$ cat config.mk
export PLATFORM = sky130hd
export DESIGN_NAME = irq_countdown_timer
export DESIGN_NICKNAME = d
export VERILOG_FILES = /design/src/rtl/irq_timer_pkg.sv /design/src/rtl/irq_timer_prescale.sv /design/src/rtl/irq_timer_entry.sv /design/src/rtl/irq_timer_core.sv /design/src/rtl/irq_timer_request.sv /design/src/rtl/irq_countdown_timer.sv
export SDC_FILE = /design/constraint.sdc
export NUM_CORES = 1
export LEC_CHECK = 0
export BUFFER_PORTS_ARGS = -buffer_cell sky130_fd_sc_hd__buf_2
export CORE_ASPECT_RATIO = 0.7
export CORE_MARGIN = 8
export CORE_UTILIZATION = 57
export CTS_CLUSTER_DIAMETER = 40
export DETAILED_ROUTE_END_ITERATION = 8
export PLACE_DENSITY = 0.81
export SETUP_SLACK_MARGIN = 0.4
export SKIP_LAST_GASP = 1
export SYNTH_ARGS = -nofsm -noshare
export SYNTH_HDL_FRONTEND = slang
export SYNTH_SLANG_ARGS = --single-unit
$ cat constraint.sdc
create_clock -name clk -period 4 [get_ports clk]
set_clock_uncertainty 0.2 [all_clocks]
set_input_delay 0.4 -clock clk [delete_from_list [all_inputs] [get_ports clk]]
set_output_delay 0.4 -clock clk [all_outputs]
set_load 0.01 [all_outputs]
$ cat src/rtl/irq_timer_pkg.sv
// Package: shared types for the countdown interrupt timer.
// Assumes a 32-bit register data path; the entry layout is fixed by R2.
package irq_timer_pkg;

    localparam int DATA_W = 32;

    // Register select codes used by both the write and the read port.
    typedef enum logic [1:0] {
        SEL_ENTRY = 2'd0,
        SEL_INIT  = 2'd1,
        SEL_CURR  = 2'd2,
        SEL_NONE  = 2'd3
    } reg_sel_e;

    // Decoded vector-table entry; bit 11 and bits 31:18 are not stored.
    typedef struct packed {
        logic       periodic;
        logic       masked;
        logic       level;
        logic       remote;
        logic       polarity;
        logic       status;
        logic [2:0] mode;
        logic [7:0] vector;
    } entry_t;

    // Split a written word into entry fields.
    function automatic entry_t entry_unpack(input logic [DATA_W-1:0] w);
        entry_t e;
        e.vector   = w[7:0];
        e.mode     = w[10:8];
        e.status   = w[12];
        e.polarity = w[13];
        e.remote   = w[14];
        e.level    = w[15];
        e.masked   = w[16];
        e.periodic = w[17];
        return e;
    endfunction

    // Rebuild the read-back word from entry fields.
    function automatic logic [DATA_W-1:0] entry_pack(input entry_t e);
        logic [DATA_W-1:0] w;
        w        = '0;
        w[7:0]   = e.vector;
        w[10:8]  = e.mode;
        w[12]    = e.status;
        w[13]    = e.polarity;
        w[14]    = e.remote;
        w[15]    = e.level;
        w[16]    = e.masked;
        w[17]    = e.periodic;
        return w;
    endfunction

endpackage

$ cat src/rtl/irq_timer_prescale.sv
// Module: fixed clock divider producing a one-cycle tick every 2**DIV_LOG2
// clocks. Assumes restart is a single-cycle strobe; the phase restarts at 0
// so the first tick comes 2**DIV_LOG2 edges after the restart edge.
module irq_timer_prescale #(
    parameter int DIV_LOG2 = 2
) (
    input  logic clk,
    input  logic rst_n,
    input  logic restart,
    output logic tick
);

    generate
        if (DIV_LOG2 == 0) begin : g_nodiv
            // Undivided: every clock is a tick.
            assign tick = 1'b1;
        end else begin : g_div
            logic [DIV_LOG2-1:0] phase_q;

            // Free-running phase counter, cleared by reset or restart.
            always_ff @(posedge clk) begin
                if (!rst_n || restart) begin
                    phase_q <= '0;
                end else begin
                    phase_q <= phase_q + 1'b1;
                end
            end

            assign tick = &phase_q;
        end
    endgenerate

endmodule

$ cat src/rtl/irq_timer_entry.sv
// Module: storage for the vector-table entry. Assumes wr_stb is already
// qualified with the entry select; only the fields of R2 are kept.
module irq_timer_entry
    import irq_timer_pkg::*;
(
    input  logic              clk,
    input  logic              rst_n,
    input  logic              wr_stb,
    input  logic [DATA_W-1:0] wr_data,
    output entry_t            entry,
    output logic [DATA_W-1:0] entry_word
);

    // Capture the written fields; cleared by reset.
    always_ff @(posedge clk) begin
        if (!rst_n) begin
            entry <= '0;
        end else if (wr_stb) begin
            entry <= entry_unpack(wr_data);
        end
    end

    assign entry_word = entry_pack(entry);

endmodule

$ cat src/rtl/irq_timer_core.sv
// Module: initial-count and current-count registers with the reload rule.
// Assumes tick is one cycle wide. A load takes priority over an expiry on
// the same edge; expire is the 1 -> 0 step on a tick.
module irq_timer_core #(
    parameter int COUNT_W = 32
) (
    input  logic               clk,
    input  logic               rst_n,
    input  logic               load,
    input  logic [COUNT_W-1:0] load_val,
    input  logic               tick,
    input  logic               periodic,
    output logic [COUNT_W-1:0] init_q,
    output logic [COUNT_W-1:0] cur_q,
    output logic               expire
);

    localparam logic [COUNT_W-1:0] ONE = COUNT_W'(1);

    assign expire = tick && (cur_q == ONE) && !load;

    // Load, decrement, then reload or stop on expiry.
    always_ff @(posedge clk) begin
        if (!rst_n) begin
            init_q <= '0;
            cur_q  <= '0;
        end else if (load) begin
            init_q <= load_val;
            cur_q  <= load_val;
        end else if (tick && (cur_q != '0)) begin
            if (cur_q == ONE) begin
                cur_q <= periodic ? init_q : '0;
            end else begin
                cur_q <= cur_q - ONE;
            end
        end
    end

endmodule

$ cat src/rtl/irq_timer_request.sv
// Module: registers the outgoing request. Assumes expire is a one-cycle
// strobe and entry is the value held before any same-edge write.
module irq_timer_request
    import irq_timer_pkg::*;
(
    input  logic       clk,
    input  logic       rst_n,
    input  logic       expire,
    input  entry_t     entry,
    output logic       irq_req,
    output logic [7:0] irq_vector,
    output logic [2:0] irq_mode,
    output logic       irq_level
);

    // Pulse the request when unmasked and latch its fields with it.
    always_ff @(posedge clk) begin
        if (!rst_n) begin
            irq_req    <= 1'b0;
            irq_vector <= '0;
            irq_mode   <= '0;
            irq_level  <= 1'b0;
        end else begin
            irq_req <= expire && !entry.masked;
            if (expire && !entry.masked) begin
                irq_vector <= entry.vector;
                irq_mode   <= entry.mode;
                irq_level  <= entry.level;
            end
        end
    end

endmodule

$ cat src/rtl/irq_countdown_timer.sv
// Module: top of the countdown interrupt timer. Decodes the write port,
// muxes read-back data and wires prescaler, entry, counter and request.
// Assumes COUNT_W <= 32; counts wider than the data path are not supported.
module irq_countdown_timer
    import irq_timer_pkg::*;
#(
    parameter int COUNT_W  = 32,
    parameter int DIV_LOG2 = 2
) (
    input  logic        clk,
    input  logic        rst_n,
    input  logic        wr_en,
    input  logic [1:0]  wr_sel,
    input  logic [31:0] wr_data,
    input  logic [1:0]  rd_sel,
    output logic [31:0] rd_data,
    output logic        irq_req,
    output logic [7:0]  irq_vector,
    output logic [2:0]  irq_mode,
    output logic        irq_level
);

    logic               load_init;
    logic               load_entry;
    logic               tick;
    logic               expire;
    entry_t             entry_q;
    logic [DATA_W-1:0]  entry_word;
    logic [COUNT_W-1:0] init_count;
    logic [COUNT_W-1:0] cur_count;

    assign load_init  = wr_en && (reg_sel_e'(wr_sel) == SEL_INIT);
    assign load_entry = wr_en && (reg_sel_e'(wr_sel) == SEL_ENTRY);

    irq_timer_prescale #(.DIV_LOG2(DIV_LOG2)) u_prescale (
        .clk     (clk),
        .rst_n   (rst_n),
        .restart (load_init),
        .tick    (tick)
    );

    irq_timer_entry u_entry (
        .clk        (clk),
        .rst_n      (rst_n),
        .wr_stb     (load_entry),
        .wr_data    (wr_data),
        .entry      (entry_q),
        .entry_word (entry_word)
    );

    irq_timer_core #(.COUNT_W(COUNT_W)) u_core (
        .clk      (clk),
        .rst_n    (rst_n),
        .load     (load_init),
        .load_val (wr_data[COUNT_W-1:0]),
        .tick     (tick),
        .periodic (entry_q.periodic),
        .init_q   (init_count),
        .cur_q    (cur_count),
        .expire   (expire)
    );

    irq_timer_request u_request (
        .clk        (clk),
        .rst_n      (rst_n),
        .expire     (expire),
        .entry      (entry_q),
        .irq_req    (irq_req),
        .irq_vector (irq_vector),
        .irq_mode   (irq_mode),
        .irq_level  (irq_level)
    );

    // Read-back multiplexer.
    always_comb begin
        unique case (reg_sel_e'(rd_sel))
            SEL_ENTRY: rd_data = entry_word;
            SEL_INIT:  rd_data = DATA_W'(init_count);
            SEL_CURR:  rd_data = DATA_W'(cur_count);
            default:   rd_data = '0;
        endcase
    end

endmodule

; Word level (Yosys, flattened, before mapping)
; Cells that the tools add are included.
[totals]
word_cells = 41
latchBits = 0
ramBits = 0
inputBits = 39
romBits = 0
n_memories = 0
reg_bits = 96
out_inout_bits = 45
[op_classes]
bitwise_logic = 0
n_mux = 5
n_eq_ne = 4
n_reduce_logical = 15
add_sub_neg = 2
n_div = 0
n_shift = 0
n_lt_le_gt_ge = 0
n_mul = 0
[op_table]
columns = operator, n
row1 = $mux W32, 4
row2 = $pmux W32 S3, 1
row3 = $eq A32 B1 Y1 const B, 1
row4 = $reduce_bool A32 Y1, 1
row5 = $sub A32 B1 Y32 const B, 1
row6 = $logic_and A1 B1 Y1, 6
row7 = $eq A2 B1 Y1 const B, 2
row8 = $logic_not A2 Y1, 2
row9 = $logic_not A1 Y1, 3
row10 = $add A2 B1 Y2 const B, 1
row11 = $eq A2 B2 Y1 const B, 1
row12 = $reduce_and A2 Y1, 1
row13 = $reduce_bool A2 Y1, 1
row14 = $logic_or A1 B1 Y1, 1

; Depth between registers and ports, before layout
[logic_depth]
word_depth = 5
depth_mapped = 10
mapped_depth_nobuf = 8

; Cells and area by module
; A second synthesis with hierarchy kept.
[hier_totals]
cells_unflattened = 678
area_unflattened_um2 = 5933.2
[modules_own_cells]
columns = mod, n_inst, seq_area_each_um2, cells_per_inst, area_each_um2
row1 = irq_timer_core, 1, 1281.2, 451, 3619.7
row2 = irq_timer_entry, 1, 340.3, 87, 895.9
row3 = irq_countdown_timer, 1, 0.0, 79, 803.3
row4 = irq_timer_request, 1, 260.2, 56, 540.5
row5 = irq_timer_prescale, 1, 40.0, 5, 73.8

; Least setup slack after synthesis
; No wires, ideal clock.
[synth_timing]
path_type = reg-to-reg
start = register u_core.cur_q[7]
end = register u_core.cur_q[0]
n_path_buf = 2
setup_slack_ps = 1011
required_time_ps = 3677
setup_time_ps = 123
synth_period_minus_slack_ps = 2989
path_stages_with_launch = 9
t_arrival_ps = 2666
path_cell_list = dfxtp_1 or4_4 or4_1 buf_2 buf_6 o41a_4 and4_4 a2111oi_2 nor2_1
[synth_via]
elab_chain_len = 4
elab_cells_between_ends = 7
classes_between = 1 x eq/ne / 3 x mux / 3 x reduce/logical
[synth_rtl]
columns = item, line
row1 = from (decl), irq_timer_core.sv:14  ; output logic [COUNT_W-1:0] cur_q,
row2 = from (signal assigned), irq_timer_core.sv:29  ; cur_q <= load_val;
row3 = from (signal assigned), irq_timer_core.sv:32  ; cur_q <= periodic ? init_q : '0;
row4 = from (signal assigned), irq_timer_core.sv:34  ; cur_q <= cur_q - ONE;
row5 = $eq A32 B1 Y1, irq_timer_core.sv:31  ; if (cur_q == ONE) begin
row6 = $mux W32, irq_timer_core.sv:31
row7 = $mux W32, irq_timer_core.sv:30  ; end else if (tick && (cur_q != '0)) begin
row8 = $mux W32, irq_timer_core.sv:27  ; end else if (load) begin
; Parallel ways exist; a longest one is shown, timed or not. The select of a mux whose other input is x is not followed.
; A chain may end at the register's enable or synchronous reset.

; Worst setup path in the final report
[layout_timing]
start = register u_core.cur_q[23]
end = register u_request.irq_vector[3]
[layout_via]
elab_chain_len = 4
[layout_rtl]
columns = item, line
row1 = $eq A32 B1 Y1, irq_timer_core.sv:20  ; assign expire = tick && (cur_q == ONE) && !load;
row2 = $logic_and A1 B1 Y1 (2 in a row), irq_timer_core.sv:20
row3 = $logic_and A1 B1 Y1, irq_timer_request.sv:25  ; if (expire && !entry.masked) begin
row4 = to (signal assigned), irq_timer_request.sv:26  ; irq_vector <= entry.vector;
row5 = to (decl), irq_timer_request.sv:11  ; output logic [7:0] irq_vector,
; Every way passes these cells.

==> results.txt <==
- The flow ran to the end, and the final reports show no timing, DRC or antenna violations.
- Final setup viols: 0
- The worst hold path terminates at u_entry.entry[15].
- TritonCTS clock tree: done
* WL/cell: 18.2 um
* Critical path arrival: 3.28 ns
- Startpoint of the lowest-slack hold path: wr_data[16]
* Minimum setup slack among reg-to-reg paths: 0.78 ns
- Global-route wire length before repair: 25.4 mm
- Capturing element type of the critical path: register
- FF+latch count, synth: 96
- Post-detailed-route count of antenna-violating nets: 0
- Maximum Capacitance Violations: 0
- After clock tree synthesis, the clock-pin slew on the worst setup and hold paths is 0.06 ns.
- Count of synthesis-stage warnings from yosys: 0
- Summed over all cells, the static leakage comes to 0.00230 uW.
* Antenna violations before repair: 0
- DP Wirelength: 10.7 mm
- Average via count per standard cell: 6.32
- In the synthesized netlist the dominant register cell turns out to be dfxtp_1.
- Yosys attributes the largest share of cell area to dfxtp_1 (38%), nand2_1 (14%), a21oi_1 (7.6%).
* Syn Nets: 712
- Vias in the first global route: 5092
- During placement, the flow inserted port buffers numbering 83.
- Peak supply drop: 270 uV
- Kind of launch point of the worst setup path: register
- Synthesized instance count: 670
- Hold Path Depth: 3
* Mapped cell area: 5080 um2
- # diodes: 0
- Largest family of logic cells by synthesized area: simple AND/OR/NAND/NOR gates
* Share of Yosys cell area claimed by the top area cell type: 37.9%
* Power density over the cells: 420 nW/um2
- Critical Path Fanout Max: 23
* DRT Pass-1 Iters: 6
- Once the floorplan was initialized, standard cells occupied 59.4% of the core.
- Hold repair after CTS inserted 0 buffers.
- The share of the Yosys chip area taken by registers is 37.9%.
* Number of top-level design ports: 84
- The clock passes through at most 2 buffers.
* Count of flip-flops with a built-in enable after synthesis: 0
- Count of endpoints failing hold in the final timing report: 0
- For this run, the top clock speed supported by timing is 311 MHz.
- The floorplan step defined a die boundary enclosing 12200 um2.
- Post-CTS sizing: 0
- In this run the tightest slew margin relative to its limit is 13.1%.
* Area fraction in compound gates after synthesis: 25.7%
- Share of synthesized cell area in full adder, half adder and majority cells: 0.739%
- Measured against the total synthesized area, the mux share comes to 3.35%.
- Post-Route Hold Slack: 0.106 ns
* RR Startpoint: u_core.cur_q[23]
- Fraction of registers with async set/reset: 0%
* Net count reported at finish: 767
- Of the available clock period, the critical path in the final layout requires 80.4%.
- Subtracting the final worst setup slack from the clock period gives 3.22 ns.
- Die Y: 95.0 um
- The number of slew-limit violations in the final report is 0.
- After Yosys synthesis, and, or, nand and nor cells account for 26.8% of the synthesized area.
* RSZ-0062 raised after global routing: no
- Leading area contributor after synthesis: dfxtp_1
- Critical path data required time: 4.06 ns
- From left edge to right edge, the die measures 129 um.
- Routed via count: 5362
- Min-Delay Path Class: in2reg
* Final WL: 15.5 mm
- Setup repair bufs after CTS: 0
- Xor/xnor cell area share of the yosys netlist: 1.21%
- Area inside the core boundary: 8550 um2
* End of the worst register-to-register path: u_request.irq_vector[3]
* Final global-route overflow total: 0
- Floorplan row count: 28
* Clock Root Buffer: clkbuf_16
* Max H-tree Level: 3
- In this run, CTS created clock tree buffers numbering 9.
- Pin count of the biggest net entering global routing: 50
- Compared with the post-synthesis result, the final layout area differs by 14.8%.
- Last weighted congestion value of the routability-driven placer: 0.900
* Distinct cell type count after synthesis: 59
- Slew at the pin closest to its max-slew limit: 1.30 ns
- The detailed router finished its first iteration with 744 violations.
- Proportion of layout cells with a drive suffix above 1: 18.2%
* Count of unresolved DRC violations after routing: 0
- Kind of critical path: reg2reg
- FF-to-FF path depth: 7
- Clock net sink count: 96
- Total negative setup slack: 0 ns
- Across every metal layer, demand over resource in global routing totals 25.4%.
- Synth Area per Inst: 7.58 um2
- At the later pin of the worst-skew pair, clock insertion delay measures 0.34 ns.
## state kept, by name (all words and copies together), names as in the netlist
signal	cells
u_core.cur_q	32
u_prescale.g_div.phase_q	2
u_entry.entry	17
u_request.irq_req	1
u_request.irq_level	1
u_request.irq_mode	3
u_request.irq_vector	8
u_core.init_q	32
## critical path, cell delays in order (launching register included)
cell and delay [ns]:
dfxtp_1 0.36, or3_1 0.47, or4_1 0.75, nor4_4 0.32, buf_4 0.29, and3_1 0.47, nand2_1 0.12, a21oi_1 0.14
## metrics by stage
step	instance area, um2	utilization, %	power [uW]	setup slack (ns)	cells
floorplan	5080	-	1460	1.01	670
global placement	5530	64.7	1580	0.737	834
detailed placement	5530	64.7	1590	0.638	834
CTS	5820	68.1	2430	0.636	849
global route	5830	68.1	2540	0.529	849
finish	5830	68.1	2450	0.784	849
## metal layers
metal / track usage (%) / up-vias / part of all wire (%) / wire length [um]
met5: 0 / - / 0 / 0
met4: 7.69 / 0 / 1.7 / 257
met3: 5.29 / 26 / 8.5 / 1310
met2: 40.5 / 280 / 45 / 7020
met1: 34.0 / 2550 / 44 / 6870
li1: - / 2506 / - / -
## logic make-up (layout without fill, tap and decap cells)
family | count (synthesis) | after routing
AO/OA/AOI/OAI | 203 | 203
XOR/XNOR | 7 | 7
adder cells (fa/ha/maj) | 3 | 3
buffers and inverters | 54 | 113
flip-flops | 96 | 96
multiplexers | 17 | 17
AND/OR/NAND/NOR | 290 | 290
## synthesized netlist by cell type, drive strengths merged, types with 4 or more instances
master  number
nor3        16
a22o        15
buf          8
and3        12
nor2        17
o21ai       54
mux2i       17
or2          4
a31oi        9
a32o         8
clkbuf      43
xnor2        6
nor4        11
nand3        8
a21oi       77
o211ai      10
nand3b       6
nor2b        4
dfxtp       96
or4          7
nand2      184
or3         12
## area by class of cell
cell class	instances	area, um2
Clock buffer	11	243
Clock inverter	4	45.0
Fill cell	747	2720
Inverter	3	11.3
Multi-Input combinational cell	520	2950
Sequential cell	96	1920
Tap cell	120	150
Timing Repair Buffer	95	505
## worst max-delay path by stage
stage	end	cells after the start	slack [ns]	startpoint
2_1_floorplan	u_core.cur_q[0]	8	1.01	u_core.cur_q[7]
3_3_place_gp	u_core.cur_q[30]	6	0.74	u_core.cur_q[7]
3_5_place_dp	u_core.cur_q[31]	6	0.64	u_core.cur_q[7]
4_1_cts	u_core.cur_q[31]	6	0.64	u_core.cur_q[7]
5_1_grt	u_request.irq_vector[0]	7	0.53	u_core.cur_q[16]
6_report	u_request.irq_vector[3]	7	0.78	u_core.cur_q[23]
## cells in the final DEF (no fill, tap or decap), types with 3 or more instances in the layout
cell type	instances
o211ai_1	10
clkbuf_16	9
nor3_1	16
clkinv_2	3
o21ai_0	50
or3_1	12
nor2_1	15
o21ai_1	4
mux2i_1	17
a31oi_1	9
o22ai_1	3
a221o_1	3
nand2_1	183
or4_1	5
nor4_1	9
xnor2_1	6
dfxtp_1	96
nor2b_1	3
a22o_1	15
ha_1	3
buf_4	12
buf_2	83
a21oi_1	77
a21o_1	3
nand3b_1	6
nand3_1	8
a32o_1	8
o21a_1	3
and3_1	12
or2_2	4
## power by group
group	total (uW)	switching [uW]	internal (uW)
Clock	857	362	495
Combinational	547	346	200
Sequential	1050	48.5	997
(Power assumes the default switching activity.)
